**src/rtl/eep_pkg.sv**
```systemverilog
`timescale 1ns/1ps
package eep_pkg;
    typedef enum logic [2:0] {
        ST_IDLE,
        ST_OPC,
        ST_ADDR,
        ST_DATA,
        ST_READ,
        ST_DONE
    } eep_state_e;

    localparam logic [1:0] OP_EXT   = 2'b00;
    localparam logic [1:0] OP_WRITE = 2'b01;
    localparam logic [1:0] OP_READ  = 2'b10;
    localparam logic [1:0] OP_ERASE = 2'b11;

    localparam logic [1:0] EXT_LOCK  = 2'b00;
    localparam logic [1:0] EXT_FILL  = 2'b01;
    localparam logic [1:0] EXT_CLEAR = 2'b10;
    localparam logic [1:0] EXT_OPEN  = 2'b11;
endpackage

```
**src/rtl/eep_prog_timer.sv**
```systemverilog
`timescale 1ns/1ps
module eep_prog_timer #(
    parameter int PROG_CYCLES = 1000
) (
    input  logic clk,
    input  logic rst_n,
    input  logic start,
    output logic busy
);
    localparam int TW = $clog2(PROG_CYCLES + 1);

    logic [TW-1:0] left_d, left_q;

    always_comb begin
        left_d = left_q;
        if (start) begin
            left_d = TW'(PROG_CYCLES);
        end else if (left_q != '0) begin
            left_d = left_q - 1'b1;
        end
    end

    always_ff @(posedge clk or negedge rst_n) begin
        if (!rst_n) left_q <= '0;
        else        left_q <= left_d;
    end

    assign busy = (left_q != '0);
endmodule

```
**src/rtl/eep_store.sv**
```systemverilog
`timescale 1ns/1ps
module eep_store #(
    parameter int WORD_AW = 6,
    parameter int DATA_W  = 16
) (
    input  logic               clk,
    input  logic               org16,
    input  logic               wr_one,
    input  logic               wr_all,
    input  logic [WORD_AW:0]   wr_addr,
    input  logic [DATA_W-1:0]  wr_data,
    input  logic [WORD_AW:0]   rd_addr,
    output logic [DATA_W-1:0]  rd_word
);
    localparam int WORDS  = 1 << WORD_AW;
    localparam int BYTE_W = DATA_W / 2;

    logic [DATA_W-1:0]  word_v [WORDS];
    logic [WORD_AW-1:0] tgt_word;
    logic               tgt_hi;
    logic [BYTE_W-1:0]  hi_val, lo_val;

    always_comb begin
        tgt_word = org16 ? wr_addr[WORD_AW-1:0] : wr_addr[WORD_AW:1];
        tgt_hi   = wr_addr[0];
        lo_val   = wr_data[BYTE_W-1:0];
        hi_val   = org16 ? wr_data[DATA_W-1:BYTE_W] : wr_data[BYTE_W-1:0];
    end

    for (genvar w = 0; w < WORDS; w++) begin : g_word
        logic hit, en_hi, en_lo;
        logic [DATA_W-1:0] cell_q;

        assign hit   = wr_one && (tgt_word == WORD_AW'(w));
        assign en_hi = wr_all || (hit && (org16 || tgt_hi));
        assign en_lo = wr_all || (hit && (org16 || !tgt_hi));

        always_ff @(posedge clk) begin
            if (en_hi) cell_q[DATA_W-1:BYTE_W] <= hi_val;
            if (en_lo) cell_q[BYTE_W-1:0]      <= lo_val;
        end

        assign word_v[w] = cell_q;
    end

    logic [DATA_W-1:0] rd_full;

    always_comb begin
        rd_full = word_v[org16 ? rd_addr[WORD_AW-1:0] : rd_addr[WORD_AW:1]];
        if (org16) begin
            rd_word = rd_full;
        end else if (rd_addr[0]) begin
            rd_word = {{BYTE_W{1'b0}}, rd_full[DATA_W-1:BYTE_W]};
        end else begin
            rd_word = {{BYTE_W{1'b0}}, rd_full[BYTE_W-1:0]};
        end
    end
endmodule

```
**src/rtl/eep_serial_ctrl.sv**
```systemverilog
`timescale 1ns/1ps
module eep_serial_ctrl
    import eep_pkg::*;
#(
    parameter int WORD_AW = 6,
    parameter int DATA_W  = 16
) (
    input  logic               clk,
    input  logic               rst_n,
    input  logic               cs,
    input  logic               sclk,
    input  logic               sdi,
    input  logic               org16,
    input  logic               busy,
    input  logic [DATA_W-1:0]  rd_word,
    output logic [WORD_AW:0]   rd_addr,
    output logic               wr_one,
    output logic               wr_all,
    output logic [WORD_AW:0]   wr_addr,
    output logic [DATA_W-1:0]  wr_data,
    output logic               prog_go,
    output logic               prog_en,
    output logic               sdo,
    output logic               sdo_oe
);
    localparam int BYTE_AW = WORD_AW + 1;
    localparam int BYTE_W  = DATA_W / 2;
    localparam int CNT_MAX = (DATA_W > BYTE_AW) ? DATA_W : BYTE_AW;
    localparam int CNT_W   = $clog2(CNT_MAX + 1);

    typedef struct packed {
        eep_state_e         state;
        logic [CNT_W-1:0]   cnt;
        logic [1:0]         opc;
        logic [BYTE_AW-1:0] addr;
        logic [DATA_W-1:0]  shreg;
        logic               sdo;
        logic               oe;
        logic               pe;
        logic               stat;
        logic               sclk_prev;
        logic               go;
        logic               wr_one;
        logic               wr_all;
        logic [BYTE_AW-1:0] wr_addr;
        logic [DATA_W-1:0]  wr_data;
    } ctrl_t;

    ctrl_t q, d;

    logic               rise;
    logic [BYTE_AW-1:0] a_next;
    logic [DATA_W-1:0]  s_next;
    logic [1:0]         top2;
    logic [CNT_W-1:0]   aw_last, dw_last, bit_idx;

    always_comb begin
        d            = q;
        d.sclk_prev  = sclk;
        d.go         = 1'b0;
        d.wr_one     = 1'b0;
        d.wr_all     = 1'b0;

        rise    = sclk & ~q.sclk_prev;
        a_next  = {q.addr[BYTE_AW-2:0], sdi};
        s_next  = {q.shreg[DATA_W-2:0], sdi};
        top2    = org16 ? a_next[WORD_AW-1 -: 2] : a_next[BYTE_AW-1 -: 2];
        aw_last = org16 ? CNT_W'(WORD_AW - 1) : CNT_W'(BYTE_AW - 1);
        dw_last = org16 ? CNT_W'(DATA_W - 1) : CNT_W'(BYTE_W - 1);
        bit_idx = dw_last - q.cnt;

        if (!cs) begin
            d.state = ST_IDLE;
            d.oe    = 1'b0;
            d.cnt   = '0;
        end else if (rise) begin
            case (q.state)
                ST_IDLE: begin
                    if (sdi && !busy) begin
                        d.state = ST_OPC;
                        d.cnt   = '0;
                        d.addr  = '0;
                        d.stat  = 1'b0;
                    end
                end
                ST_OPC: begin
                    d.opc = {q.opc[0], sdi};
                    if (q.cnt == CNT_W'(1)) begin
                        d.state = ST_ADDR;
                        d.cnt   = '0;
                    end else begin
                        d.cnt = q.cnt + 1'b1;
                    end
                end
                ST_ADDR: begin
                    d.addr = a_next;
                    d.cnt  = q.cnt + 1'b1;
                    if (q.cnt == aw_last) begin
                        d.cnt     = '0;
                        d.state   = ST_DONE;
                        d.wr_addr = a_next;
                        d.shreg   = '0;
                        case (q.opc)
                            OP_READ: begin
                                d.state = ST_READ;
                                d.oe    = 1'b1;
                                d.sdo   = 1'b0;
                            end
                            OP_WRITE: d.state = ST_DATA;
                            OP_ERASE: begin
                                if (q.pe) begin
                                    d.go      = 1'b1;
                                    d.wr_one  = 1'b1;
                                    d.wr_data = '1;
                                    d.stat    = 1'b1;
                                end
                            end
                            default: begin
                                case (top2)
                                    EXT_OPEN: d.pe = 1'b1;
                                    EXT_LOCK: d.pe = 1'b0;
                                    EXT_CLEAR: begin
                                        if (q.pe) begin
                                            d.go      = 1'b1;
                                            d.wr_all  = 1'b1;
                                            d.wr_data = '1;
                                            d.stat    = 1'b1;
                                        end
                                    end
                                    default: d.state = ST_DATA;
                                endcase
                            end
                        endcase
                    end
                end
                ST_DATA: begin
                    d.shreg = s_next;
                    d.cnt   = q.cnt + 1'b1;
                    if (q.cnt == dw_last) begin
                        d.state = ST_DONE;
                        d.cnt   = '0;
                        if (q.pe) begin
                            d.go      = 1'b1;
                            d.stat    = 1'b1;
                            d.wr_data = s_next;
                            if (q.opc == OP_WRITE) d.wr_one = 1'b1;
                            else                   d.wr_all = 1'b1;
                        end
                    end
                end
                ST_READ: begin
                    if (q.cnt > dw_last) begin
                        d.oe    = 1'b0;
                        d.state = ST_DONE;
                    end else begin
                        d.sdo = rd_word[bit_idx];
                        d.cnt = q.cnt + 1'b1;
                    end
                end
                default: ;
            endcase
        end
    end

    always_ff @(posedge clk or negedge rst_n) begin
        if (!rst_n) q <= '0;
        else        q <= d;
    end

    assign rd_addr = q.addr;
    assign wr_one  = q.wr_one;
    assign wr_all  = q.wr_all;
    assign wr_addr = q.wr_addr;
    assign wr_data = q.wr_data;
    assign prog_go = q.go;
    assign prog_en = q.pe;
    assign sdo_oe  = cs && (q.oe || ((q.state == ST_IDLE) && q.stat));
    assign sdo     = q.oe ? q.sdo : ~busy;
endmodule

```
**src/rtl/eep_top.sv**
```systemverilog
`timescale 1ns/1ps
module eep_top #(
    parameter int WORD_AW     = 6,
    parameter int DATA_W      = 16,
    parameter int PROG_CYCLES = 1000
) (
    input  logic clk,
    input  logic rst_n,
    input  logic cs,
    input  logic sclk,
    input  logic sdi,
    input  logic org16,
    output logic sdo,
    output logic sdo_oe
);
    logic              prog_go, prog_busy, prog_en;
    logic              wr_one, wr_all;
    logic [WORD_AW:0]  wr_addr, rd_addr;
    logic [DATA_W-1:0] wr_data, rd_word;

    eep_serial_ctrl #(.WORD_AW(WORD_AW), .DATA_W(DATA_W)) u_ctrl (
        .clk     (clk),
        .rst_n   (rst_n),
        .cs      (cs),
        .sclk    (sclk),
        .sdi     (sdi),
        .org16   (org16),
        .busy    (prog_busy),
        .rd_word (rd_word),
        .rd_addr (rd_addr),
        .wr_one  (wr_one),
        .wr_all  (wr_all),
        .wr_addr (wr_addr),
        .wr_data (wr_data),
        .prog_go (prog_go),
        .prog_en (prog_en),
        .sdo     (sdo),
        .sdo_oe  (sdo_oe)
    );

    eep_store #(.WORD_AW(WORD_AW), .DATA_W(DATA_W)) u_store (
        .clk     (clk),
        .org16   (org16),
        .wr_one  (wr_one),
        .wr_all  (wr_all),
        .wr_addr (wr_addr),
        .wr_data (wr_data),
        .rd_addr (rd_addr),
        .rd_word (rd_word)
    );

    eep_prog_timer #(.PROG_CYCLES(PROG_CYCLES)) u_timer (
        .clk   (clk),
        .rst_n (rst_n),
        .start (prog_go),
        .busy  (prog_busy)
    );
endmodule

```
**config.mk**
```make
export PLATFORM = sky130hd
export DESIGN_NAME = eep_top
export DESIGN_NICKNAME = d
export VERILOG_FILES = /design/src/rtl/eep_pkg.sv /design/src/rtl/eep_prog_timer.sv /design/src/rtl/eep_store.sv /design/src/rtl/eep_serial_ctrl.sv /design/src/rtl/eep_top.sv
export SDC_FILE = /design/constraint.sdc
export NUM_CORES = 2
export LEC_CHECK = 0
export ABC_CLOCK_PERIOD_IN_PS = 3700
export BUFFER_PORTS_ARGS = -buffer_cell sky130_fd_sc_hd__buf_2
export CAP_MARGIN = 25
export CORE_UTILIZATION = 41
export CTS_BUF_LIST = sky130_fd_sc_hd__clkbuf_2
export DETAILED_ROUTE_END_ITERATION = 12
export HOLD_SLACK_MARGIN = 0.12
export PLACE_DENSITY = 0.53
export SETUP_SLACK_MARGIN = 0.5
export SYNTH_ARGS = -nofsm -noshare
export SYNTH_HDL_FRONTEND = slang
export SYNTH_SLANG_ARGS = --single-unit
```
**constraint.sdc**
```tcl
create_clock -name clk -period 3.7 [get_ports clk]
set_input_delay 0.555 -clock clk [delete_from_list [all_inputs] [get_ports clk]]
set_output_delay 0.555 -clock clk [all_outputs]
set_load 0.03 [all_outputs]
```
; Word level (Yosys, flattened, before mapping)
; Cells that the tools add are included.
[totals]
inputBits = 6
ff_bits = 1098
wordCells = 668
[classes]
addsub = 3
mux = 68
n_lt_le_gt_ge = 3
n_reduce_logical = 352
eq_ne = 93
bitwise_logic = 5
[ops]
columns = operator, n
row1 = $logic_and 1x1->1, 195
row2 = $eq 6x6->1 const B, 32
row3 = $logic_or 1x1->1, 131
row4 = $mux 16, 7
row5 = $bmux 16 s6, 1
row6 = $eq 6x5->1 const B, 16
row7 = $pmux 16 s2, 3
row8 = $mux 26, 3
row9 = $eq 6x4->1 const B, 8
row10 = $mux 8, 6
row11 = $pmux 8 s5, 1
row12 = $mux 37, 1
row13 = $eq 6x3->1 const B, 4
row14 = $mux 10, 2
row15 = $mux 20, 1
row16 = $mux 1, 17
row17 = $reduce_and 4->1, 4
row18 = $reduce_and 8->1, 2
row19 = $mux 3, 5
row20 = $ne 3x2->1 const B, 5
row21 = $mux 7, 2
row22 = $pmux 7 s2, 1
row23 = $eq 6x2->1 const B, 2
row24 = $mux 6, 2
row25 = 44 further kinds, 73

; Depth between registers and ports, before layout
; Gate-level depths: netlist (run 1).
[depth]
depth_word = 13
ltp_mapped = 16
ltp_nobuf = 11

; Hierarchy
; A second synthesis (run 1) with hierarchy kept.
[hier_totals]
hier_cells = 3855
hier_area_um2 = 54503.5
[modules_own_cells]
columns = mod, cells_each, area_per_inst_um2, n_inst
row1 = eep_store, 3452, 50492.2, 1
row2 = eep_serial_ctrl, 348, 3465.8, 1
row3 = eep_prog_timer, 55, 545.5, 1

; Least setup slack after synthesis (run 1)
; Ideal clock, no wire load.
[synth_path]
path_type = input -> register
start = input port org16
end = register u_store.g_word[18].cell_q[0], enable pin
t_arrival_ps = 2899
path_buffers = 9
setup_time_ps = 375
stages = 13
path_slack_ps = 427
path_cell_list = buf_6 buf_6 buf_6 buf_6 buf_2 buf_2 buf_2 buf_2 nand2_1 nor2_1 o21ai_1 clkbuf_1 o21bai_1
[synth_via]
elab_chain_len = 5
word_cells_on_any_way = 6
[synth_rtl]
columns = element, line
row1 = from (decl), eep_top.sv:12  ; input logic org16,
row2 = $mux 6, eep_store.sv:24  ; tgt_word = org16 ? wr_addr[WORD_AW-1:0] : wr_addr[WORD_AW:1];
row3 = $eq 6x5->1, eep_store.sv:34  ; assign hit = wr_one && (tgt_word == WORD_AW'(w));
row4 = $logic_and 1x1->1, eep_store.sv:34
row5 = $logic_and 1x1->1 (*), eep_store.sv:36  ; assign en_lo = wr_all || (hit && (org16 || !tgt_hi));
row6 = $logic_or 1x1->1 (*), eep_store.sv:36
row7 = via u_store.g_word[18].en_lo, eep_store.sv:31  ; logic hit, en_hi, en_lo;
row8 = "to (signal, indexed assignment)", eep_store.sv:39  ; if (en_hi) cell_q[DATA_W-1:BYTE_W] <= hi_val;
row9 = "to (signal, indexed assignment)", eep_store.sv:40  ; if (en_lo) cell_q[BYTE_W-1:0] <= lo_val;
row10 = to (decl), eep_store.sv:32  ; logic [DATA_W-1:0] cell_q;
; Mark *: on every way through the listed nets, which the timed path passes. The rest lies on a longest branch.
; A chain may end at the register's enable or synchronous reset.

; Worst setup path in the final report (run 1)
[layout_path]
start = register u_timer.left_q[3]
end = output port sdo
[layout_via]
elab_chain_len = 3
[layout_rtl]
columns = element, line
row1 = from (decl), eep_prog_timer.sv:12  ; logic [TW-1:0] left_d, left_q;
row2 = from (signal assigned), eep_prog_timer.sv:25  ; else left_q <= left_d;
row3 = $reduce_bool 10->1, eep_prog_timer.sv:28  ; assign busy = (left_q != '0);
row4 = $not 1->1, eep_serial_ctrl.sv:178  ; assign sdo = q.oe ? q.sdo : ~busy;
row5 = $mux 1, eep_serial_ctrl.sv:178
row6 = to (decl), eep_top.sv:13  ; output logic sdo,
; Every way passes these cells.

==> results.py, run 1 <==
metrics = {
    "pwr": {
        "peakVddDrop_mv": 0.260,
        "p_clk_share_pct": 37.4,
        "pwr-share-comb_pct": 1.9,
        "internal-power_uw": 16800,
        "power_density_nw_per_um2": 397,
        "p_sw_uw": 5150,
        "switching_share_pct": 23.4,
        "power.leakage_uw": 0.0192,
        "seqPwrFrac_pct": 60.7,
        "total_power_uw": 22000,
    },
    "critical_path": {
        "crit_end": "sdo",
        "critPathRequiredTime_ns": 3.14,
        "crit_start": "u_timer.left_q[3]",
        "rr_worst_depth": 13,
        "path_class": "reg -> out",
        "rr_startpoint": "u_ctrl.rd_addr[0]",
        "path_cells": "or4_4 > nor4_4 > nand3b_1 > o21ai_1 > buf_4",
        "r2r_slack_ns": 0.38,
        "r2r-end": "u_ctrl.q[30]",
        "crit_path_start_kind": "register",
        "worst_path_max_delay_cell": "or4_4",
        "crit_fanout": 5,
        "critical_path.max_stage_delay_ns": 0.57,
        "arrival_ns": 3.19,
        "critPathCaptureType": "output pin",
    },
    "timing": {
        "fin_crit_ns": 3.75,
        "slew_viol_final": 0,
        "rsz0062_at_grt": "true",
        "relSlewSlack_pct": 22.1,
        "setup_slack_ns": -0.0458,
        "fin_crit_sh_pct": 101,
        "tightest_slew_ns": 1.17,
        "clock.fmax_mhz": 267,
        "setup_violations": 1,
        "final_hold_viol_count": 0,
        "skew_ns": 0.145,
    },
    "finish": {
        "nNetsFinal": 3788,
        "multi_input_area_sq_um": 13900,
        "fin_util_pct": 48.4,
        "regArea_sq_um": 32600,
        "drive_gt1_share_pct": 31.0,
        "syn_to_final_growth_pct": 16.8,
        "fillers": 10127,
        "stdcell_area_sq_um": 55400,
    },
    "place": {
        "hpwl_mm": 104,
        "finalWeightedCongestion": 0.989,
        "placement.io_buffers": 7,
        "post_dp_cell_area_sq_um": 51900,
        "place_ws_ns": -0.133,
    },
    "global_routing": {
        "grt_pass1_wl_mm": 227,
        "grt_remaining_overflow": 0,
        "grt_pass1_vias": 32808,
        "grt-busiest-layer": "met2",
        "gr-usage-met1_pct": 35.7,
        "grt_max_degree": 74,
        "grtUsageMet3_pct": 5.61,
        "grt_util_met2_pct": 41.9,
        "track_usage_pct": 26.9,
        "antenna_found_initial": 6,
    },
    "logic_synthesis": {
        "synth_top_flop_cell": "edfxtp_1",
        "synth_edf_count": 1024,
        "syn_nets": 3266,
        "yosys.area.top_type_share_pct": 64.8,
        "ys_types": 78,
        "async_flop_share_pct": 6.65,
        "synth-seq-area-share_pct": 68.7,
        "netlist_area_sq_um": 47400,
        "yosysMostFrequentCell": "edfxtp_1",
        "ys_top_cells_by_area": "edfxtp_1 (65%), mux4_2 (4.9%), dfrtp_1 (3.9%), nand2_1 (3.4%), mux2_2 (3.1%)",
        "syn_inst": 3248,
        "syn_avg_cell_area_sq_um": 14.6,
        "synth.ff_latch_count": 1097,
        "ys_top_cells_by_count": "edfxtp_1 (1024), nand2_1 (427), nand3_1 (150)",
        "synth_warnings": 0,
        "synth_top_cell_by_area": "edfxtp_1",
    },
    "die": {
        "initial_core_util_pct": 41.4,
        "dieArea_sq_um": 117000,
        "die_x_um": 342,
        "num_rows": 124,
        "ioPinCount": 8,
        "core-area_sq_um": 115000,
        "die_h_um": 342,
    },
    "routing": {
        "vias_per_cell": 6.02,
        "wire_per_inst_um": 28.9,
        "drtAntennaViolNets": 0,
        "num_vias": 32960,
        "drtPass1Iterations": 6,
        "first_iter_violations": 3594,
        "drc": 0,
        "wl_mm": 158,
    },
    "run_status": {
        "outcome": "finished with violations",
        "violations": "setup timing",
    },
    "cts": {
        "cts_root_buf": "clkbuf_2",
        "clock_latency_ns": 1.57,
        "h-tree-depth": 5,
        "cts.path.max_buffers": 4,
        "cts_tree": "built",
        "cts_buffers": 299,
        "clock_sinks": 1097,
        "clkTransAtPathRegs_ns": 0.10,
    },
    "hold_path": {
        "min_path_type": "in -> reg",
    },
    "flow_run": {
        "drv_cap": 0,
    },
}
[logic make-up (layout without fill, tap and decap cells)]
logic type,count (synthesis),in the layout,share of synthesized area (%)
flip-flops,1097,1097,68.7
AND/OR/NAND/NOR,871,871,8.19
AO/OA/AOI/OAI,722,722,10.9
multiplexers,274,275,8.92
buffers and inverters,266,973,2.83
adder cells (fa/ha/maj),12,12,0.317
XOR/XNOR,6,6,0.111
other,0,10,0
[cells in the final DEF (no fill, tap or decap), types with 15 or more instances in the layout]
| master | n |
|---|---|
| a21boi_0 | 19 |
| a21o_1 | 23 |
| a21oi_1 | 93 |
| a221oi_1 | 93 |
| a22o_1 | 26 |
| a22oi_1 | 27 |
| a31oi_1 | 41 |
| a32oi_1 | 19 |
| and3_1 | 17 |
| buf_12 | 58 |
| buf_4 | 369 |
| clkbuf_2 | 425 |
| clkinv_1 | 43 |
| dfrtp_1 | 57 |
| edfxtp_1 | 1024 |
| inv_1 | 21 |
| mux2_2 | 130 |
| mux2i_1 | 30 |
| mux4_2 | 103 |
| nand2_1 | 426 |
| nand2b_1 | 16 |
| nand3_1 | 147 |
| nand4_1 | 34 |
| nor2_1 | 132 |
| nor3_1 | 20 |
| o211ai_1 | 18 |
| o21ai_0 | 57 |
| o21bai_1 | 112 |
| o221ai_1 | 27 |
| o22ai_1 | 60 |
| o32ai_1 | 15 |
[critical path: cells and delay by family (launching register included)]
| family | cells | cell delay, ns |
|---|---|---|
| flip-flops | 1 | 0.43 |
| AO/OA/AOI/OAI | 1 | 0.16 |
| buffers and inverters | 1 | 0.18 |
| AND/OR/NAND/NOR | 3 | 0.95 |
[flip-flops by register name, summed over array words and instances (netlist names)]
name                   count
u_ctrl.wr_all              1
u_ctrl.rd_addr             7
u_ctrl.prog_en             1
u_ctrl.prog_go             1
u_ctrl.q                  29
u_timer.left_q            10
u_ctrl.wr_addr             7
u_ctrl.wr_one              1
u_ctrl.wr_data            16
u_store.g_word.cell_q   1024
[final cells by class]
type / instances / share of cell area (%)
antenna: 10 / 0.0452
timing repair buffer: 459 / 7.84
clock inverter: 62 / 0.646
sequential: 1097 / 58.9
tap: 1512 / 3.42
clock buffer: 425 / 3.84
multi-input combinational: 1886 / 25.2
inverter: 27 / 0.183
[through the flow]
step / setup TNS, ns / instances / hold WS [ns]
finish: -0.0458 / 5478 / 0.316
global route: -0.292 / 5474 / 0.218
CTS: -0.219 / 5457 / 0.161
detailed placement: -0.133 / 4931 / 0.491
global placement: -0.111 / 4928 / 0.494
floorplan: 0 / 3248 / 0.259
[worst min path at each step]
stage | startpoint | depth (start not counted) | slack (ns) | end
2_1_floorplan | rst_n | 0 | 0.26 | u_ctrl.prog_en
3_3_place_gp | u_ctrl.q[45] | 1 | 0.49 | u_ctrl.q[45]
3_5_place_dp | u_ctrl.q[45] | 1 | 0.49 | u_ctrl.q[45]
4_1_cts | sclk | 3 | 0.16 | u_ctrl.q[26]
5_1_grt | sclk | 3 | 0.22 | u_ctrl.q[26]
6_report | sclk | 3 | 0.32 | u_ctrl.q[26]
[routing by layer]
layer / vias to the layer above / wire (um)
met2: 1856 / 73800
met5: - / 13
li1: 14064 / -
met1: 16666 / 63100
met3: 372 / 13700
met4: 2 / 7390
[repair_timing]
action | in CTS | in global routing
cloned | 3 | 0
pin swaps | 27 | 19
hold buffers | 13 | 0
buffers inserted | 23 | 7
resized for setup | 72 | 22
hold endpoints to repair | 136 | 0
endpoints found under the setup margin | 3 | 3
[power groups by stage]
stage / sequential [uW] / clock, uW / combinational (uW)
floorplan: 13600 / 0 / 214
CTS: 13300 / 8450 / 399
global placement: 13600 / 0 / 361
global route: 13300 / 9020 / 432
finish: 13300 / 8230 / 408
detailed placement: 13600 / 0 / 365
Power figures use the tool's default switching activity.
==> run 2: changes to the inputs <==
- ABC_AREA: unset -> 1
- CORE_MARGIN: unset -> 1
==> run 2 against run 1 <==
Compared with the run above: the run now ends clean; worst hold slack worse by 0.024 ns; total power up 34%; count of clock-buffer cells in the layout up 16; first-iteration DRC count down 8.7%; combinational power rose to 18 times the previous value; final cell count up 12%; register-to-register slack better by 0.24 ns; flip-flop and latch count unchanged; via count up 0.56%.
==> results.py, run 2 <==
metrics = {
    "pwr": {
        "power_density_nw_per_um2": 556,
        "peakVddDrop_mv": 0.296,
        "power.leakage_uw": 0.0198,
    },
    "global_routing": {
        "grt_pass1_wl_mm": 202,
        "grt_max_degree": 91,
        "track_usage_pct": 23.8,
        "antenna_found_initial": 1,
        "grt_pass1_vias": 32081,
        "grt_remaining_overflow": 0,
    },
    "die": {
        "initial_core_util_pct": 41.5,
        "core-area_sq_um": 111000,
        "die_h_um": 338,
        "dieArea_sq_um": 114000,
        "num_rows": 122,
        "ioPinCount": 8,
        "die_x_um": 338,
    },
    "routing": {
        "vias_per_cell": 5.42,
        "drtPass1Iterations": 6,
        "wl_mm": 138,
        "wire_per_inst_um": 22.5,
        "first_iter_violations": 3280,
        "drtAntennaViolNets": 0,
        "num_vias": 33146,
        "drc": 0,
    },
    "logic_synthesis": {
        "synth_edf_count": 1024,
        "netlist_area_sq_um": 46200,
        "yosys.area.top_type_share_pct": 66.6,
        "syn_inst": 4093,
        "synth_warnings": 0,
        "yosysMostFrequentCell": "nand2_1",
        "synth_top_cell_by_area": "edfxtp_1",
        "synth-seq-area-share_pct": 70.6,
        "ys_top_cells_by_area": "edfxtp_1 (67%), nand3_1 (11%), nand2_1 (9.6%), dfrtp_1 (4.0%), o21ai_0 (2.2%)",
        "ys_types": 43,
        "syn_nets": 4111,
        "synth_top_flop_cell": "edfxtp_1",
        "ys_top_cells_by_count": "nand2_1 (1179), nand3_1 (1051), edfxtp_1 (1024)",
        "async_flop_share_pct": 6.65,
        "syn_avg_cell_area_sq_um": 11.3,
        "synth.ff_latch_count": 1097,
    },
    "critical_path": {
        "arrival_ns": 2.78,
        "rr_startpoint": "u_ctrl.q[62]",
        "crit_fanout": 4,
        "critical_path.max_stage_delay_ns": 0.41,
        "critPathRequiredTime_ns": 3.14,
        "path_cells": "nor2_2 > nand2_2 > nor3_4 > nand3_2 > o21ai_4 > buf_6",
        "crit_path_start_kind": "register",
        "critPathCaptureType": "output pin",
        "crit_start": "u_timer.left_q[4]",
        "crit_family": "simple AND/OR/NAND/NOR gates",
        "crit_buf_inv": 1,
        "path_class": "reg -> out",
        "worst_path_max_delay_cell": "dfrtp_1",
    },
    "timing": {
        "rsz0062_at_grt": "true",
        "setup_violations": 0,
        "relSlewSlack_pct": 34.1,
        "final_hold_viol_count": 0,
        "tightest_slew_ns": 0.989,
        "fin_crit_ns": 3.33,
        "setup_slack_ns": 0.369,
        "slew_viol_final": 0,
        "clock.fmax_mhz": 300,
        "fin_crit_sh_pct": 90.0,
        "skew_ns": 0.160,
    },
    "run_status": {
        "outcome": "finished, final reports clean",
    },
    "finish": {
        "mostFrequentLayoutCells": "nand2_1 (1175), nand3_1 (1032), edfxtp_1 (1024)",
        "largest_reg_flops": 1024,
        "nNetsFinal": 4465,
        "final_common_cell": "nand2_1",
        "stdcell_area_sq_um": 53000,
        "fillers": 10357,
        "largest-register": "u_store.g_word.cell_q",
        "syn_to_final_growth_pct": 14.7,
        "drive_gt1_share_pct": 18.2,
    },
    "place": {
        "hpwl_mm": 80.9,
        "placement.io_buffers": 7,
        "finalWeightedCongestion": 0.991,
        "post_dp_cell_area_sq_um": 49300,
        "place_ws_ns": -0.208,
    },
    "cts": {
        "clock_latency_ns": 1.54,
        "clkTransAtPathRegs_ns": 0.08,
        "cts_tree": "built",
        "cts_buffers": 304,
        "h-tree-depth": 5,
        "clock_sinks": 1097,
        "cts.path.max_buffers": 4,
        "cts_root_buf": "clkbuf_2",
    },
    "hold_path": {
        "holdCritStartpoint": "org16",
        "min_path_type": "in -> reg",
    },
    "flow_run": {
        "drv_cap": 0,
    },
}
==> run 2: power breakdown <==
group          internal (uW)  switching [uW]  total, uW  leakage (uW)
Sequential             13600            91.6      13700        0.0102
Clock                   3470            4850       8320       0.00198
Combinational           2460            5000       7460       0.00761
Total                  19500            9940      29500        0.0198
==> run 2: cell families after synthesis <==
family	count (synthesis)	synth area share, %
buffers and inverters	368	3.80
AOI/OAI and AO/OA	267	3.05
DFF	1097	70.6
and+or+nand+nor	2342	22.1
xor gates and xnor gates	1	0.0190
muxes	6	0.141
adders and majority gates	12	0.325
==> run 2: tightest hold or removal path, cell delays in order <==
cell           delay [ns]
dlygate4sd3_1        0.57
buf_2                0.25
nand3_1              0.15
a21oi_1              0.06
nand2_1              0.05
nand2_1              0.04
==> run 2: final timing paths <==
check	end	slack, ns	cells past startpoint
hold reg to reg	u_timer.left_q[0]	0.47	1
setup / recovery	sdo	0.37	6
setup reg to reg	u_ctrl.q[29]	0.62	15
max in group asynchronous	u_ctrl.wr_data[6]	2.54	5
min in group asynchronous	u_ctrl.q[29]	0.67	5
hold / removal	u_ctrl.q[30]	0.29	6
==> run 2: cell type report <==
type	instances	area [sq um]	share of cell area, %
sequential	1097	32600	61.5
multi-input combinational	2628	12200	23.1
timing repair buffer	312	3370	6.36
clock buffer	441	2210	4.17
tap	1488	1860	3.52
inverter	104	399	0.754
clock inverter	48	320	0.605
antenna	1	2.50	0.00473
==> run 2: through the flow <==
stage	total power (uW)	utilization, %	std cells	TNS, ns	hold slack, ns
after floorplan	18200	-	4093	0	0.259
after global placement	20700	44.4	5579	-0.222	0.447
after global routing	30900	47.7	6119	0	0.229
after detailed placement	20700	44.4	5579	-0.208	0.456
after CTS	29200	47.1	6095	0	0.142
final	29500	47.7	6119	0	0.292
==> run 2: what timing repair did <==
item                                    4_1_cts  5_1_grt
gates cloned                                  4       12
hold endpoints to repair                    140        0
hold buffers                                 13        0
buffers inserted                             10       11
gates resized for setup                      24       51
pin swaps                                     7        8
endpoints found under the setup margin        3        4
==> run 2: metal layers <==
layer / vias to the layer above / global-route usage [%] / routed length [um]
met2: 1287 / 37.8 / 64900
met4: 0 / 8.38 / 3690
met3: 206 / 4.43 / 9710
li1: 15364 / - / -
met1: 16289 / 32.7 / 59500
met5: - / 0 / 0
==> run 3: changes to the inputs <==
- CORE_UTILIZATION: 41 -> 30
- PLACE_DENSITY: 0.53 -> 0.42
==> run 3 against run 2 <==
Compared with the run above: via count shrank 1.3%; sequential power is essentially flat; core utilization shrank 13 points; total power is essentially flat; sequential share of layout area shrank 0.32 points; non-clock buffer count shrank 14; combinational power shrank 4.3%; clock skew shrank 0.0043 ns; worst setup slack lost 0.26 ns; worst hold slack gained 0.088 ns; register-to-register slack lost 0.02 ns; highest routed layer is now met5.
==> results.py, run 3 (synthesis gave the netlist of run 2 again) <==
metrics = {
    "pwr": {
        "power.leakage_uw": 0.0196,
        "power_density_nw_per_um2": 553,
        "peakVddDrop_mv": 0.288,
    },
    "timing": {
        "fin_crit_ns": 3.59,
        "clock.fmax_mhz": 279,
        "tightest_slew_ns": 1.20,
        "final_hold_viol_count": 0,
        "slew_viol_final": 0,
        "skew_ns": 0.155,
        "rsz0062_at_grt": "true",
        "relSlewSlack_pct": 20.3,
        "setup_slack_ns": 0.110,
        "fin_crit_sh_pct": 97.0,
        "setup_violations": 0,
    },
    "cts": {
        "clock_latency_ns": 1.74,
        "cts.path.max_buffers": 4,
        "clkTransAtPathRegs_ns": 0.12,
        "clock_sinks": 1097,
        "cts_root_buf": "clkbuf_2",
        "cts_tree": "built",
        "cts_buffers": 314,
        "h-tree-depth": 5,
    },
    "critical_path": {
        "worst_path_max_delay_cell": "dfrtp_1",
        "crit_family": "simple AND/OR/NAND/NOR gates",
        "crit_path_start_kind": "register",
        "critPathCaptureType": "output pin",
        "path_class": "reg -> out",
        "path_cells": "nor2_2 > nand2_2 > nor3_4 > nand3_4 > o21ai_4 > buf_6",
        "crit_buf_inv": 1,
        "critical_path.max_stage_delay_ns": 0.40,
        "arrival_ns": 3.04,
        "critPathRequiredTime_ns": 3.14,
        "crit_fanout": 2,
    },
    "routing": {
        "first_iter_violations": 2606,
        "num_vias": 32700,
        "vias_per_cell": 4.90,
        "drtAntennaViolNets": 0,
        "wire_per_inst_um": 22.2,
        "drtPass1Iterations": 6,
        "wl_mm": 148,
        "drc": 0,
    },
    "global_routing": {
        "grt_remaining_overflow": 0,
        "antenna_found_initial": 3,
        "grt_pass1_vias": 32840,
        "grt_pass1_wl_mm": 219,
        "grt_max_degree": 97,
        "track_usage_pct": 18.9,
    },
    "die": {
        "initial_core_util_pct": 30.3,
        "die_x_um": 394,
        "num_rows": 143,
        "dieArea_sq_um": 155000,
        "core-area_sq_um": 152000,
        "die_h_um": 394,
        "ioPinCount": 8,
    },
    "run_status": {
        "outcome": "finished, final reports clean",
    },
    "finish": {
        "largest_reg_flops": 1024,
        "nNetsFinal": 4463,
        "largest-register": "u_store.g_word.cell_q",
        "mostFrequentLayoutCells": "nand2_1 (1176), nand3_1 (1047), edfxtp_1 (1024)",
        "syn_to_final_growth_pct": 15.3,
        "drive_gt1_share_pct": 17.8,
        "final_common_cell": "nand2_1",
        "finalNonFillerCells": 6679,
    },
    "place": {
        "placement.io_buffers": 7,
        "dp.cells": 6121,
        "hpwl_mm": 91.2,
        "finalWeightedCongestion": 0.870,
        "place_ws_ns": 0.188,
    },
    "hold_path": {
        "min_path_type": "in -> reg",
    },
    "flow_run": {
        "drv_cap": 0,
    },
}
[run 3: power by group]
group	switching, uW	leakage (uW)	total, uW	internal, uW
clock network	5160	0.00204	8610	3450
registers	85.9	0.0102	13700	13600
logic	4930	0.00739	7140	2210
total	10200	0.0196	29400	19300
[run 3: path summary, 6_finish.rpt]
check	cells past startpoint	slack [ns]	end	from
worst max-delay path	6	0.11	sdo	u_timer.left_q[6]
worst min-delay path	5	0.38	u_ctrl.q[54]	sdi
worst max register to register	19	0.60	u_ctrl.q[30]	u_ctrl.rd_addr[1]
worst min register to register	1	0.47	u_timer.left_q[0]	u_timer.left_q[0]
max in group asynchronous	5	2.74	u_ctrl.wr_addr[5]	rst_n
min in group asynchronous	5	0.52	u_timer.left_q[4]	rst_n
[run 3: repair_timing]
action | CTS | global route
resized for setup | 20 | 16
endpoints found under the setup margin | 3 | 3
pin swaps | 9 | 8
endpoints found under the hold margin | 1628 | 0
hold buffers | 15 | 0
buffers inserted | 12 | 9
gates cloned | 1 | 1
[run 3: worst register-to-register path, stage by stage, from the launching register on]
cell	delay [ns]
dfrtp_1	0.45
inv_2	0.14
nand2_2	0.19
nand2_8	0.20
buf_12	0.17
buf_16	0.23
nand2_1	0.10
nand3_1	0.07
nand3_1	0.11
nand3_1	0.14
nand3_1	0.13
nand3_1	0.22
nand2_1	0.19
nor2_1	0.12
nor2_1	0.06
nand2_1	0.06
nand3_1	0.09
a21oi_1	0.26
nand2_1	0.09
nand2_1	0.08
[run 3: through the flow]
stage	hold WS, ns	instance area, sq um	setup TNS (ns)	util (%)	power, uW
finish	0.380	53200	0	34.9	29400
global route	0.276	53200	-0.141	34.9	31000
CTS	0.152	53100	-0.274	34.8	29800
detailed placement	0.460	50100	0	32.9	21000
global placement	0.447	50100	0	32.9	21000
floorplan	0.259	46200	0	-	18200
[run 3: cell type report]
| class | count | area [sq um] |
|---|---|---|
| Clock inverter | 53 | 284 |
| Tap cell | 2030 | 2540 |
| Multi-Input combinational cell | 2630 | 12100 |
| Sequential cell | 1097 | 32600 |
| Clock buffer | 458 | 2290 |
| Antenna cell | 9 | 22.5 |
| Inverter | 104 | 397 |
| Timing Repair Buffer | 298 | 2970 |
| Fill cell | 15528 | 99200 |
[run 3: per-layer routing]
layer  global-route usage [%]  part of all wire (%)  vias up
met5                        0                 0.010        -
met4                     6.45                   2.4        2
met3                     3.18                   4.7      256
met2                     29.7                    46      895
met1                     26.2                    47    16164
li1                         -                     -    15383
